===== config.mk =====
export PLATFORM = sky130hd
export DESIGN_NAME = cmp_event_path
export DESIGN_NICKNAME = d
export VERILOG_FILES = /design/src/rtl/cep_pkg.sv /design/src/rtl/cep_prescaler.sv /design/src/rtl/cep_glitch_filter.sv /design/src/rtl/cep_flag_ctrl.sv /design/src/rtl/cmp_event_path.sv
export SDC_FILE = /design/constraint.sdc
export NUM_CORES = 1
export LEC_CHECK = 0
export ABC_AREA = 1
export BUFFER_PORTS_ARGS = -buffer_cell sky130_fd_sc_hd__buf_2
export CAP_MARGIN = 5
export CORE_UTILIZATION = 55
export CTS_CLUSTER_DIAMETER = 50
export DETAILED_ROUTE_END_ITERATION = 16
export GPL_ROUTABILITY_DRIVEN = 0
export HOLD_SLACK_MARGIN = 0.08
export PLACE_DENSITY = 0.83
export SLEW_MARGIN = 20
export SYNTH_ARGS = -nofsm -noshare
export SYNTH_HDL_FRONTEND = slang
export SYNTH_SLANG_ARGS = --single-unit

===== constraint.sdc =====
create_clock -name clk -period 5.77 [get_ports clk]
set_clock_uncertainty 0.1 [all_clocks]
set_input_delay 0 -clock clk [delete_from_list [all_inputs] [get_ports clk]]
set_output_delay 0 -clock clk [all_outputs]
set_load 0.01 [all_outputs]

===== src/rtl/cep_pkg.sv =====
// Package cep_pkg: shared encoding for the comparator event flag path.
// Assumes nothing beyond the single select bit it names.
package cep_pkg;
    typedef enum logic {
        PATH_RAW  = 1'b0,
        PATH_FILT = 1'b1
    } path_e;
endpackage


===== src/rtl/cep_prescaler.sv =====
// Module cep_prescaler: emits a one-clock sample strobe every rate+1 clocks.
// Assumes restart is held for one clock to realign the phase; strobe is low during restart.
module cep_prescaler #(
    parameter int PRE_W = 8
) (
    input  logic             clk,
    input  logic             rst_n,
    input  logic             restart,
    input  logic [PRE_W-1:0] rate,
    output logic             strobe
);
    logic [PRE_W-1:0] cnt_q;

    assign strobe = !restart && (cnt_q >= rate);

    // Phase counter: wraps on each strobe, zeroed on restart.
    always_ff @(posedge clk) begin
        if (!rst_n || restart || strobe) cnt_q <= '0;
        else                             cnt_q <= cnt_q + 1'b1;
    end
endmodule


===== src/rtl/cep_glitch_filter.sv =====
// Module cep_glitch_filter: windowed majority filter with hysteresis on one input.
// Assumes filt_lo_th < filt_hi_th <= filt_win <= WIN_MAX; a config change or init flushes it.
module cep_glitch_filter #(
    parameter int WIN_MAX = 32,
    parameter int PRE_W   = 8,
    localparam int CNT_W  = $clog2(WIN_MAX + 1)
) (
    input  logic             clk,
    input  logic             rst_n,
    input  logic             smp_in,
    input  logic             init,
    input  logic [PRE_W-1:0] prescale,
    input  logic [CNT_W-1:0] win,
    input  logic [CNT_W-1:0] hi_th,
    input  logic [CNT_W-1:0] lo_th,
    output logic             filt_q
);
    localparam int CFG_W = PRE_W + 3 * CNT_W;

    logic [CFG_W-1:0]   cfg_now, cfg_q;
    logic               flush, strobe;
    logic [WIN_MAX-1:0] win_mask, hist_q, hist_nx;
    logic [CNT_W-1:0]   cnt_nx;

    function automatic logic [CNT_W-1:0] ones_in(input logic [WIN_MAX-1:0] v);
        logic [CNT_W-1:0] acc;
        acc = '0;
        for (int b = 0; b < WIN_MAX; b++) acc = acc + CNT_W'(v[b]);
        return acc;
    endfunction

    assign cfg_now = {prescale, win, hi_th, lo_th};
    assign flush   = init || (cfg_now != cfg_q);

    // One mask bit per window position, enabled below the programmed length.
    for (genvar i = 0; i < WIN_MAX; i++) begin : g_mask
        assign win_mask[i] = (win > CNT_W'(i));
    end

    assign hist_nx = {hist_q[WIN_MAX-2:0], smp_in} & win_mask;
    assign cnt_nx  = ones_in(hist_nx);

    cep_prescaler #(.PRE_W(PRE_W)) u_pre (
        .clk     (clk),
        .rst_n   (rst_n),
        .restart (flush),
        .rate    (prescale),
        .strobe  (strobe)
    );

    // Remember the configuration so any change triggers a flush.
    always_ff @(posedge clk) begin
        if (!rst_n) cfg_q <= '0;
        else        cfg_q <= cfg_now;
    end

    // Sample history and hysteresis output, both cleared on flush.
    always_ff @(posedge clk) begin
        if (!rst_n || flush) begin
            hist_q <= '0;
            filt_q <= 1'b0;
        end else if (strobe) begin
            hist_q <= hist_nx;
            if (cnt_nx >= hi_th)      filt_q <= 1'b1;
            else if (cnt_nx <= lo_th) filt_q <= 1'b0;
        end
    end

    assert_flush_low_R8: assert property (@(posedge clk) disable iff (!rst_n)
        flush |=> !filt_q);

    assert_change_on_sample_R7: assert property (@(posedge clk) disable iff (!rst_n)
        (filt_q != $past(filt_q)) |-> $past(strobe || flush));

    assert_hysteresis_hold_R7: assert property (@(posedge clk) disable iff (!rst_n)
        (strobe && !flush && cnt_nx > lo_th && cnt_nx < hi_th) |=> $stable(filt_q));
endmodule


===== src/rtl/cep_flag_ctrl.sv =====
// Module cep_flag_ctrl: sticky flag with a level set on the raw path and an edge set on the filtered path.
// Assumes flag_clr is a one-clock pulse; a set wins over a clear in the same clock.
module cep_flag_ctrl
    import cep_pkg::*;
(
    input  logic clk,
    input  logic rst_n,
    input  logic path_sel,
    input  logic raw_lvl,
    input  logic filt_lvl,
    input  logic flag_clr,
    output logic flag_q
);
    logic  prev_q, set_req;
    path_e path;

    assign path    = path_e'(path_sel);
    assign set_req = (path == PATH_FILT) ? (filt_lvl && !prev_q) : raw_lvl;

    // Edge history: follows the filtered level only while that path is chosen.
    always_ff @(posedge clk) begin
        if (!rst_n) prev_q <= 1'b0;
        else        prev_q <= (path == PATH_FILT) && filt_lvl;
    end

    // Sticky flag: set has priority over clear.
    always_ff @(posedge clk) begin
        if (!rst_n)        flag_q <= 1'b0;
        else if (set_req)  flag_q <= 1'b1;
        else if (flag_clr) flag_q <= 1'b0;
    end

    assert_raw_level_R4: assert property (@(posedge clk) disable iff (!rst_n)
        (!path_sel && raw_lvl) |=> flag_q);

    assert_no_reassert_R5: assert property (@(posedge clk) disable iff (!rst_n)
        (path_sel && filt_lvl && prev_q && flag_clr) |=> !flag_q);

    assert_set_wins_R9: assert property (@(posedge clk) disable iff (!rst_n)
        (path_sel && filt_lvl && !prev_q && flag_clr) |=> flag_q);

    assert_switch_quiet_R11: assert property (@(posedge clk) disable iff (!rst_n)
        (!path_sel && !raw_lvl && !flag_q) |=> !flag_q);
endmodule


===== src/rtl/cmp_event_path.sv =====
// Module cmp_event_path: comparator trip conditioning into a sticky flag and a crossbar event level.
// Assumes cmp_in is already synchronous to clk; path_sel picks raw (0) or filtered (1) for both results.
module cmp_event_path
    import cep_pkg::*;
#(
    parameter int WIN_MAX = 32,
    parameter int PRE_W   = 8,
    localparam int CNT_W  = $clog2(WIN_MAX + 1)
) (
    input  logic             clk,
    input  logic             rst_n,
    input  logic             cmp_in,
    input  logic             filt_init,
    input  logic [PRE_W-1:0] filt_prescale,
    input  logic [CNT_W-1:0] filt_win,
    input  logic [CNT_W-1:0] filt_hi_th,
    input  logic [CNT_W-1:0] filt_lo_th,
    input  logic             path_sel,
    input  logic             flag_clr,
    output logic             flag_out,
    output logic             evt_out
);
    logic filt_lvl, sel_lvl;

    cep_glitch_filter #(.WIN_MAX(WIN_MAX), .PRE_W(PRE_W)) u_filt (
        .clk      (clk),
        .rst_n    (rst_n),
        .smp_in   (cmp_in),
        .init     (filt_init),
        .prescale (filt_prescale),
        .win      (filt_win),
        .hi_th    (filt_hi_th),
        .lo_th    (filt_lo_th),
        .filt_q   (filt_lvl)
    );

    cep_flag_ctrl u_flag (
        .clk      (clk),
        .rst_n    (rst_n),
        .path_sel (path_sel),
        .raw_lvl  (cmp_in),
        .filt_lvl (filt_lvl),
        .flag_clr (flag_clr),
        .flag_q   (flag_out)
    );

    assign sel_lvl = (path_e'(path_sel) == PATH_FILT) ? filt_lvl : cmp_in;

    // Event level register: the selected level, never edge gated.
    always_ff @(posedge clk) begin
        if (!rst_n) evt_out <= 1'b0;
        else        evt_out <= sel_lvl;
    end

    assert_evt_filtered_R6: assert property (@(posedge clk) disable iff (!rst_n)
        (path_sel && filt_lvl) |=> evt_out);

    assert_evt_raw_R2: assert property (@(posedge clk) disable iff (!rst_n)
        (!path_sel && !cmp_in) |=> !evt_out);
endmodule


==> results.yml, run 1 <==
sta:
  rsz0062_at_grt: "true"
  worst_slack_ns: -0.557
  finalHoldViolCount: 0
  slew_violations: 0
  setup_violations: 1
  min_period_over_period: 1.10
  fmaxAchievable_mhz: 158
  worst_pin_slew_ns: 1.02
  relSlewSlack: 0.319
  fin_tns_setup_ns: -0.557
  layout_min_cycle_time_ns: 6.33
critical_path:
  cp-end-kind: "flop"
  cp.required_ns: 5.98
  critical_path_arrival_ns: 6.54
  r2r-end: "u_filt.filt_q"
  rrSetupSlack_ns: -0.56
  path_class: "flop to flop"
  rr_startpoint: "u_filt.hist_q[0]"
  worstSetupEndpoint: "u_filt.filt_q"
  cp-startpoint: "u_filt.hist_q[0]"
  worstPathMaxFanout: 2
  reg2reg_depth: 22
  start_kind: "flop"
synthesis:
  yosys.area_share.simple: 0.226
  synthTopCellsByCount: "inv_1, nand2_1, nor2_1, dfxtp_1, o21ai_0"
  synth_warnings: 0
  async_reset_ff_frac: 0
  synth_most_common_cell: "inv_1"
  synth_compound_area_frac: 0.108
  synth_top_area_cell: "dfxtp_1"
  synthFlopType: "dfxtp_1"
  synth-adder-area-share: 0.186
  synth_top_family_by_area: "simple AND/OR/NAND/NOR gates"
  synth_mux_area_frac: 0
  synthCells: 660
  synthDistinctLibCells: 30
  ys_seq_area_frac: 0.305
  synth_edf_count: 0
  synth_top_cell_area_share: 0.305
  synth_area_leaders: "dfxtp_1, inv_1, nand2_1, fa_1, nor2_1"
  syn_area_mm2: 0.00453
  avgSynthCellArea_um2: 6.86
  syn_nets: 745
  ys_ff_latch: 69
  synth_xor_area_frac: 0.0213
pwr:
  powerDensity_mw_per_mm2: 198
  power_switching_mw: 0.308
  combPwrFrac: 0.136
  p_seq_frac: 0.427
  switching_share: 0.267
  max-vdd-ir-drop_v: 0.000131
  p_int_mw: 0.844
  p_leak_nw: 3.17
  clockPowerShare: 0.437
die:
  fp.dieW_um: 92.7
  num_rows: 32
  die-area_mm2: 0.00860
  die_h_um: 92.7
  fp.coreArea_mm2: 0.00785
  boundaryPins: 34
  initial_core_util: 0.577
placed_design:
  hpwl_um: 8650
  port_buffers: 33
  dpl-instance-area_mm2: 0.00499
global_route:
  antenna_found_initial: 0
  overflow: 0
  grt_max_degree: 36
  grt_pass1_wl_um: 23300
  grt_usage: 0.358
  grt_pass1_vias: 5045
status:
  failed_checks: "negative setup slack"
  run_status: "finished, violations left"
layout:
  antennaDiodeCount: 0
  design_area_mm2: 0.00581
  fin_nets: 861
  final_core_util: 0.740
  syn2layout_area_growth_pct: 28.2
  final_layout_size_suffix_gt1_frac: 0.146
  nFillCells: 542
routing:
  wl_um: 14900
  first_pass_iters: 6
  wl_per_cell_um: 16.8
  drc: 0
  viasPerCell: 5.66
  vias: 4994
  drtIter0Drc: 616
  detail-route-antenna-nets: 0
flow_run:
  drv_cap: 0
cts:
  htree_num_levels: 3
  clk_latency_ns: 0.38
  cts_made_buffers: 9
  cts.sinks: 69
  tritoncts: "done"
  clkTransAtPathRegs_ns: 0.09
  cts_root_buffer: "clkbuf_8"
  clk_path_buf_depth: 2
worst_hold_path:
  hold_class: "input pin to flop"
through the flow:
| stage | hold slack (ns) | power, mW | worst slack (ns) | instances |
|---|---|---|---|---|
| 2_1_floorplan | -0.00655 | 0.565 | -0.114 | 660 |
| 3_3_place_gp | 0.0979 | 0.608 | -0.306 | 814 |
| 3_5_place_dp | 0.103 | 0.613 | -0.490 | 814 |
| 4_1_cts | 0.120 | 1.13 | -0.265 | 882 |
| 5_1_grt | 0.149 | 1.18 | -0.745 | 883 |
| 6_report | 0.155 | 1.15 | -0.557 | 883 |
cell usage in the layout (no fill, tap or decap), drive strengths merged:
cell         Yosys  final
o221ai           1      1
dlygate4sd3      0     52
nand2          149    149
o21ai           47     47
a21oi           32     32
buf             12     69
fa              24     24
xnor2            6      6
o311ai           1      1
dfxtp           69     69
clkbuf           4      9
o21bai           1      1
inv            156    157
nand4            2      2
o211ai           1      1
ha              29     29
clkinv           0      3
nor3             4      4
a21boi           3      3
bufinv           0      3
nor2            98     98
nand3           11     11
xor2             5      5
o21a             3      3
a31oi            2      2
worst min-delay path by stage:
stage,start,endpoint,cells past startpoint
after global routing,filt_init,u_filt.filt_q,8
after global placement,filt_lo_th[3],u_filt.cfg_q[3],3
after CTS,filt_init,u_filt.filt_q,8
after detailed placement,filt_lo_th[3],u_filt.cfg_q[3],3
final,filt_init,u_filt.filt_q,8
after floorplan,filt_lo_th[0],u_filt.cfg_q[0],2
cell families (layout without fill, tap and decap cells):
| logic type | count (synthesis) | in the layout |
|---|---|---|
| adder cells (fa/ha/maj) | 53 | 53 |
| buffers and inverters | 172 | 293 |
| AO/OA/AOI/OAI | 91 | 91 |
| flip-flops | 69 | 69 |
| AND/OR/NAND/NOR | 264 | 264 |
| XOR/XNOR | 11 | 11 |
what timing repair did:
action                                  CTS  global route
pin swaps                                 2             4
setup buffers                             0             1
resized for setup                         5             8
hold buffers                             52             0
endpoints found under the hold margin    30             0
endpoints found under the setup margin    1             1
flip-flops by register name, indices dropped and copies added (netlist names):
register	flops
u_flag.prev_q	1
u_filt.hist_q	31
u_filt.cfg_q	26
u_flag.flag_q	1
evt_out	1
u_filt.filt_q	1
u_filt.u_pre.cnt_q	8
per-layer routing:
metal | routed length [µm] | GRT usage | up-vias
met1 | 5220 | 0.383 | 2271
met2 | 6920 | 0.597 | 385
li1 | - | - | 2202
met4 | 1120 | 0.256 | 0
met3 | 1600 | 0.112 | 136
met5 | 0 | 0 | -
layout make-up:
cell class,instances,area [µm²],area share
sequential,69,1380,0.238
inverter,156,586,0.101
timing repair buffer,121,956,0.165
tap,102,128,0.0220
multi-input combinational,419,2510,0.432
clock buffer,9,124,0.0213
clock inverter,7,121,0.0209
worst max-delay path, cell delays in order (launching register included):
cell	delay, ns
dfxtp_1	0.32
o21ai_1	0.09
inv_1	0.11
fa_1	0.56
inv_2	0.05
fa_1	0.52
fa_1	0.43
fa_1	0.51
fa_1	0.42
fa_1	0.54
fa_1	0.43
inv_1	0.08
ha_2	0.19
inv_2	0.05
fa_2	0.37
o21ai_2	0.17
xor2_2	0.11
buf_4	0.14
ha_1	0.28
nand4_1	0.10
o221ai_1	0.31
nand3_1	0.16
a21oi_2	0.20
power groups by stage:
| stage | Combinational, mW | Sequential [mW] | Clock [mW] |
|---|---|---|---|
| 2_1_floorplan | 0.0632 | 0.501 | 0 |
| 4_1_cts | 0.139 | 0.491 | 0.502 |
| 3_5_place_dp | 0.111 | 0.502 | 0 |
| 3_3_place_gp | 0.107 | 0.501 | 0 |
| 6_report | 0.157 | 0.492 | 0.504 |
| 5_1_grt | 0.168 | 0.493 | 0.523 |
No activity file was read; power rests on OpenSTA's default activity.
==> run 2, diff against run 1 <==
--- a/config.mk
+++ b/config.mk
@@ -5,7 +5,6 @@
 export SDC_FILE = /design/constraint.sdc
 export NUM_CORES = 1
 export LEC_CHECK = 0
-export ABC_AREA = 1
 export BUFFER_PORTS_ARGS = -buffer_cell sky130_fd_sc_hd__buf_2
 export CAP_MARGIN = 5
 export CORE_UTILIZATION = 55
@@ -17,4 +16,5 @@
 export SLEW_MARGIN = 20
 export SYNTH_ARGS = -nofsm -noshare
 export SYNTH_HDL_FRONTEND = slang
+export SYNTH_HIERARCHICAL = 1
 export SYNTH_SLANG_ARGS = --single-unit
==> run 2 against run 1 <==
The run still ends with negative setup slack left. Synthesized cell count down 27%. Routed wire length down 17%. Sequential power about the same. Worst hold slack worse by 0.066 ns. Clock power up 6.3%. Cell count down 23%.
==> results.yml, run 2 <==
placed_design:
  port_buffers: 33
  dpl-instance-area_mm2: 0.00474
  hpwl_um: 7210
synthesis:
  synth_mux_area_frac: 0.0321
  synthCells: 479
  syn_nets: 563
  synth_edf_count: 0
  synth_compound_area_frac: 0.149
  synth_top_area_cell: "dfxtp_1"
  avgSynthCellArea_um2: 9.12
  synthDistinctLibCells: 42
  ys_seq_area_frac: 0.316
  synth_area_leaders: "dfxtp_1, fa_1, ha_1, inv_1, xor2_1"
  synth_most_common_cell: "dfxtp_1"
  synth_warnings: 6
  syn_area_mm2: 0.00437
  synthTopCellsByCount: "dfxtp_1, inv_1, nor2_1, ha_1, fa_1"
  ys_ff_latch: 69
  yosys.area_share.simple: 0.173
  synth_xor_area_frac: 0.0662
  async_reset_ff_frac: 0
  synth-adder-area-share: 0.190
  synthFlopType: "dfxtp_1"
  synth_top_cell_area_share: 0.316
  synth_top_family_by_area: "adder cells"
routing:
  wl_um: 12400
  vias: 3851
  drtIter0Drc: 200
  first_pass_iters: 4
  drc: 0
  detail-route-antenna-nets: 0
  viasPerCell: 5.69
  wl_per_cell_um: 18.2
pwr:
  max-vdd-ir-drop_v: 0.000130
  p_leak_nw: 2.35
  powerDensity_mw_per_mm2: 210
sta:
  worst_pin_slew_ns: 0.745
  slew_violations: 0
  finalHoldViolCount: 0
  rsz0062_at_grt: "true"
  layout_min_cycle_time_ns: 5.94
  relSlewSlack: 0.499
  min_period_over_period: 1.03
  holdWs_ns: 0.0898
  setup_violations: 1
  worst_slack_ns: -0.170
  fmaxAchievable_mhz: 168
layout:
  syn2layout_area_growth_pct: 26.8
  largest_reg_flops: 31
  final_cell_mix: "dfxtp_1, inv_1, dlygate4sd3_1"
  final_common_cell: "dfxtp_1"
  antennaDiodeCount: 0
  multi_input_area_mm2: 0.00274
  seqCellArea_mm2: 0.00138
  design_area_mm2: 0.00554
  fin_nets: 654
  top_register: "u_filt/hist_q"
  reg_top3: "u_filt/hist_q (31), u_filt/cfg_q (26), u_filt/u_pre/cnt_q (8)"
  final_layout_size_suffix_gt1_frac: 0.200
  nFillCells: 493
global_route:
  antenna_found_initial: 0
  grt_max_degree: 54
  grt_usage: 0.302
  grt_pass1_vias: 3903
  overflow: 0
  grt_pass1_wl_um: 19200
cts:
  cts_made_buffers: 9
  cts.sinks: 69
  cts_root_buffer: "clkbuf_8"
  clk_path_buf_depth: 2
  clk_latency_ns: 0.35
  tritoncts: "done"
  clkTransAtPathRegs_ns: 0.08
  cts_setup_buffers: 0
  htree_num_levels: 3
die:
  boundaryPins: 34
  num_rows: 32
  die_h_um: 91.1
  die-area_mm2: 0.00830
  fp.coreArea_mm2: 0.00769
  initial_core_util: 0.568
  fp.dieW_um: 91.1
critical_path:
  cp-end-kind: "flop"
  path_class: "flop to flop"
  critical_path_arrival_ns: 6.12
  worstPathMaxFanout: 3
  cp.required_ns: 5.95
  start_kind: "flop"
worst_hold_path:
  hold_class: "input pin to flop"
flow_run:
  drv_cap: 0
status:
  failed_checks: "negative setup slack"
  run_status: "finished, violations left"
## run 2: stage by stage
step           cells   util  TNS [ns]  power (mW)  setup slack [ns]
6_report         677  0.720    -0.170        1.16            -0.170
3_3_place_gp     616  0.617   -0.0141       0.593           -0.0141
5_1_grt          677  0.720    -0.286        1.19            -0.286
4_1_cts          676  0.710         0        1.15            0.0116
3_5_place_dp     616  0.617    -0.203       0.598            -0.203
2_1_floorplan    479      -         0       0.557            0.0445
## run 2: layout make-up
| type | instances | share of cell area |
|---|---|---|
| Sequential cell | 69 | 0.250 |
| Timing Repair Buffer | 103 | 0.149 |
| Clock buffer | 9 | 0.0224 |
| Inverter | 52 | 0.0353 |
| Tap cell | 102 | 0.0231 |
| Multi-Input combinational cell | 335 | 0.494 |
| Clock inverter | 7 | 0.0264 |
## run 2: critical path, stage by stage, from the launching register on
cell	delay, ns
dfxtp_1	0.32
nor2b_2	0.17
fa_1	0.57
inv_2	0.05
fa_1	0.55
fa_1	0.46
fa_1	0.56
fa_1	0.43
fa_1	0.43
inv_1	0.07
ha_2	0.17
inv_1	0.06
fa_2	0.34
inv_1	0.07
a21o_1	0.14
a21oi_2	0.07
xnor2_2	0.15
ha_1	0.37
nand4_1	0.23
o21ai_2	0.25
o221ai_2	0.14
a31oi_1	0.18
## run 2: cell families after synthesis
group,Yosys count
mux,14
compound gates,89
buf+inv,75
xor+xnor,33
simple gates,147
flops,69
fa+ha+maj,52
## run 2: per-layer routing
layer,up-vias,track usage,routed length [µm]
met4,0,0.187,758
met2,199,0.515,5840
met1,1825,0.344,4930
met3,74,0.0637,828
met5,-,0,0
li1,1753,-,-
## run 2: worst paths after layout
path | startpoint | end | slack [ns] | depth (start not counted)
setup / recovery | u_filt/hist_q[14] | u_filt/filt_q | -0.17 | 21
hold / removal | filt_win[5] | u_filt/cfg_q[17] | 0.09 | 3
setup reg to reg | u_filt/hist_q[14] | u_filt/filt_q | -0.17 | 21
hold reg to reg | u_filt/hist_q[28] | u_filt/hist_q[28] | 0.39 | 2
## run 2: timing repair
action | 4_1_cts | 5_1_grt
hold endpoints to repair | 30 | 0
gates resized for setup | 4 | 18
hold buffers | 44 | 0
endpoints found under the setup margin | 1 | 1
pin swaps | 0 | 12
## run 2: where the power goes
part | switching, mW | total (mW) | internal [mW] | leakage (nW)
logic | 0.0693 | 0.132 | 0.0631 | 1.66
clock network | 0.202 | 0.536 | 0.334 | 0.134
registers | 0.00581 | 0.492 | 0.486 | 0.564
total | 0.277 | 1.16 | 0.883 | 2.35
==> run 3, diff against run 2 <==
--- a/config.mk
+++ b/config.mk
@@ -12,7 +12,7 @@
 export DETAILED_ROUTE_END_ITERATION = 16
 export GPL_ROUTABILITY_DRIVEN = 0
 export HOLD_SLACK_MARGIN = 0.08
-export PLACE_DENSITY = 0.83
+export PLACE_DENSITY = 0.77
 export SLEW_MARGIN = 20
 export SYNTH_ARGS = -nofsm -noshare
 export SYNTH_HDL_FRONTEND = slang
==> run 3 against run 2 <==
The flow now finishes without violations. Fmax grew 4.4%. Via count is 1.9% lower. Worst setup slack gained 0.25 ns. Non-clock buffer count is 6 higher. Worst hold slack improved by 0.068 ns. Global-route usage shrank 1.8 points.
==> results.yml, run 3 (same netlist as run 2, synthesis figures left out) <==
sta:
  slew_violations: 0
  finalHoldViolCount: 0
  relSlewSlack: 0.522
  setup_violations: 0
  rsz0062_at_grt: "true"
  worst_pin_slew_ns: 0.716
  min_period_over_period: 0.986
  worst_slack_ns: 0.0800
  layout_min_cycle_time_ns: 5.69
  fmaxAchievable_mhz: 176
routing:
  first_pass_iters: 5
  detail-route-antenna-nets: 0
  viasPerCell: 5.53
  wl_um: 11800
  drtIter0Drc: 203
  drc: 0
  vias: 3778
  wl_per_cell_um: 17.3
layout:
  largest_reg_flops: 31
  fin_nets: 660
  final_cell_mix: "dfxtp_1, inv_1, dlygate4sd3_1"
  design_area_mm2: 0.00558
  final_layout_size_suffix_gt1_frac: 0.215
  final_core_util: 0.725
  reg_top3: "u_filt/hist_q (31), u_filt/cfg_q (26), u_filt/u_pre/cnt_q (8)"
  final_common_cell: "dfxtp_1"
  top_register: "u_filt/hist_q"
  syn2layout_area_growth_pct: 27.7
  antennaDiodeCount: 0
pwr:
  p_int_mw: 0.801
  p_seq_frac: 0.454
  max-vdd-ir-drop_v: 0.000141
  power_switching_mw: 0.282
  switching_share: 0.260
  p_leak_nw: 2.38
  clockPowerShare: 0.425
  combPwrFrac: 0.122
  powerDensity_mw_per_mm2: 194
critical_path:
  cp.required_ns: 5.89
  crit_path_frequent_cell: "fa_1"
  critPathMaxStageDelay_ns: 0.57
  cp-end-kind: "flop"
  cpMaxStageDelayCell: "fa_1"
  start_kind: "flop"
  crit_chain: "a21boi_2, fa_1, inv_1, fa_1, fa_2, fa_1, fa_1, fa_1, inv_1, ha_2, inv_2, fa_2, inv_1, a21o_1, a21oi_2, xnor2_2, buf_4, buf_4, buf_4, ha_1, a21o_1, nand2_1, a31oi_1"
  critPathTopFamily: "adder cells"
  worstPathMaxFanout: 2
  critPathBufInv: 7
  critical_path_arrival_ns: 5.81
  path_class: "flop to flop"
flow_run:
  drv_cap: 0
die:
  num_rows: 32
  fp.coreArea_mm2: 0.00769
  die-area_mm2: 0.00830
  boundaryPins: 34
  fp.dieW_um: 91.1
  die_h_um: 91.1
  initial_core_util: 0.568
status:
  run_status: "completed"
placed_design:
  dpl-instance-area_mm2: 0.00476
  hpwl_um: 7300
  port_buffers: 33
  preCtsSetupSlack_ns: -0.342
global_route:
  grt_pass1_wl_um: 18600
  grt_pass1_vias: 3952
  grt_usage: 0.284
  antenna_found_initial: 0
  grt_max_degree: 54
  overflow: 0
cts:
  tritoncts: "done"
  cts_root_buffer: "clkbuf_8"
  clk_path_buf_depth: 2
  clk_latency_ns: 0.35
  clkTransAtPathRegs_ns: 0.09
  cts_made_buffers: 9
  htree_num_levels: 3
  cts.sinks: 69
worst_hold_path:
  hold_class: "input pin to flop"
[run 3: changes by cell type in the layout (fill, tap and decap cells not counted), sizes merged]
cell,previous run,this run
clkinv,2,0
dlygate4sd3,44,45
inv,53,56
clkinvlp,0,1
buf,59,64
bufinv,4,2
[run 3: area by class of cell]
class	count	area (µm²)
inverter	52	195
sequential	69	1380
timing repair buffer	109	881
tap	102	128
clock inverter	7	105
multi-input combinational	335	2760
fill	478	2110
clock buffer	9	124
[run 3: metrics by stage]
step | hold WS [ns] | std cells | power [mW] | TNS [ns]
finish | 0.158 | 683 | 1.08 | 0
global route | 0.178 | 683 | 1.12 | -0.146
CTS | 0.136 | 682 | 1.08 | 0
detailed placement | 0.150 | 618 | 0.599 | -0.342
global placement | 0.145 | 618 | 0.595 | -0.0856
floorplan | 0.00934 | 479 | 0.557 | 0
[run 3: per-layer routing]
layer | vias to the layer above | track usage | share of wire
met3 | 38 | 0.0595 | 0.049
met4 | 0 | 0.131 | 0.032
met5 | - | 0 | 0
met1 | 1830 | 0.335 | 0.40
li1 | 1774 | - | -
met2 | 136 | 0.492 | 0.51
[run 3: power by group through the flow]
| stage | logic (mW) | registers (mW) | clock network [mW] |
|---|---|---|---|
| finish | 0.132 | 0.491 | 0.460 |
| global route | 0.142 | 0.492 | 0.488 |
| CTS | 0.121 | 0.491 | 0.468 |
| detailed placement | 0.0973 | 0.502 | 0 |
| global placement | 0.0940 | 0.501 | 0 |
| floorplan | 0.0554 | 0.502 | 0 |
[run 3: timing repair]
action / in CTS / in global routing
endpoints found under the setup margin: 1 / 1
gates resized for setup: 8 / 21
setup buffers: 3 / 0
endpoints found under the hold margin: 30 / 0
hold buffers: 45 / 0
pin swaps: 7 / 25
[run 3: worst reg2reg max path, cell delays in order, from the launching register on]
cell	delay (ns)
dfxtp_1	0.33
a21boi_2	0.18
fa_1	0.53
inv_1	0.05
fa_1	0.50
fa_2	0.46
fa_1	0.57
fa_1	0.43
fa_1	0.43
inv_1	0.07
ha_2	0.18
inv_2	0.04
fa_2	0.35
inv_1	0.06
a21o_1	0.11
a21oi_2	0.07
xnor2_2	0.18
buf_4	0.16
buf_4	0.13
buf_4	0.12
ha_1	0.17
a21o_1	0.18
nand2_1	0.08
a31oi_1	0.10
[run 3: final timing paths]
check / start / to / slack, ns / cells past startpoint
worst max register to register: u_filt/hist_q[12] / u_filt/filt_q / 0.08 / 23
worst min-delay path: filt_win[5] / u_filt/hist_q[6] / 0.16 / 6
worst min register to register: u_filt/hist_q[28] / u_filt/hist_q[28] / 0.39 / 2
worst max-delay path: u_filt/hist_q[12] / u_filt/filt_q / 0.08 / 23
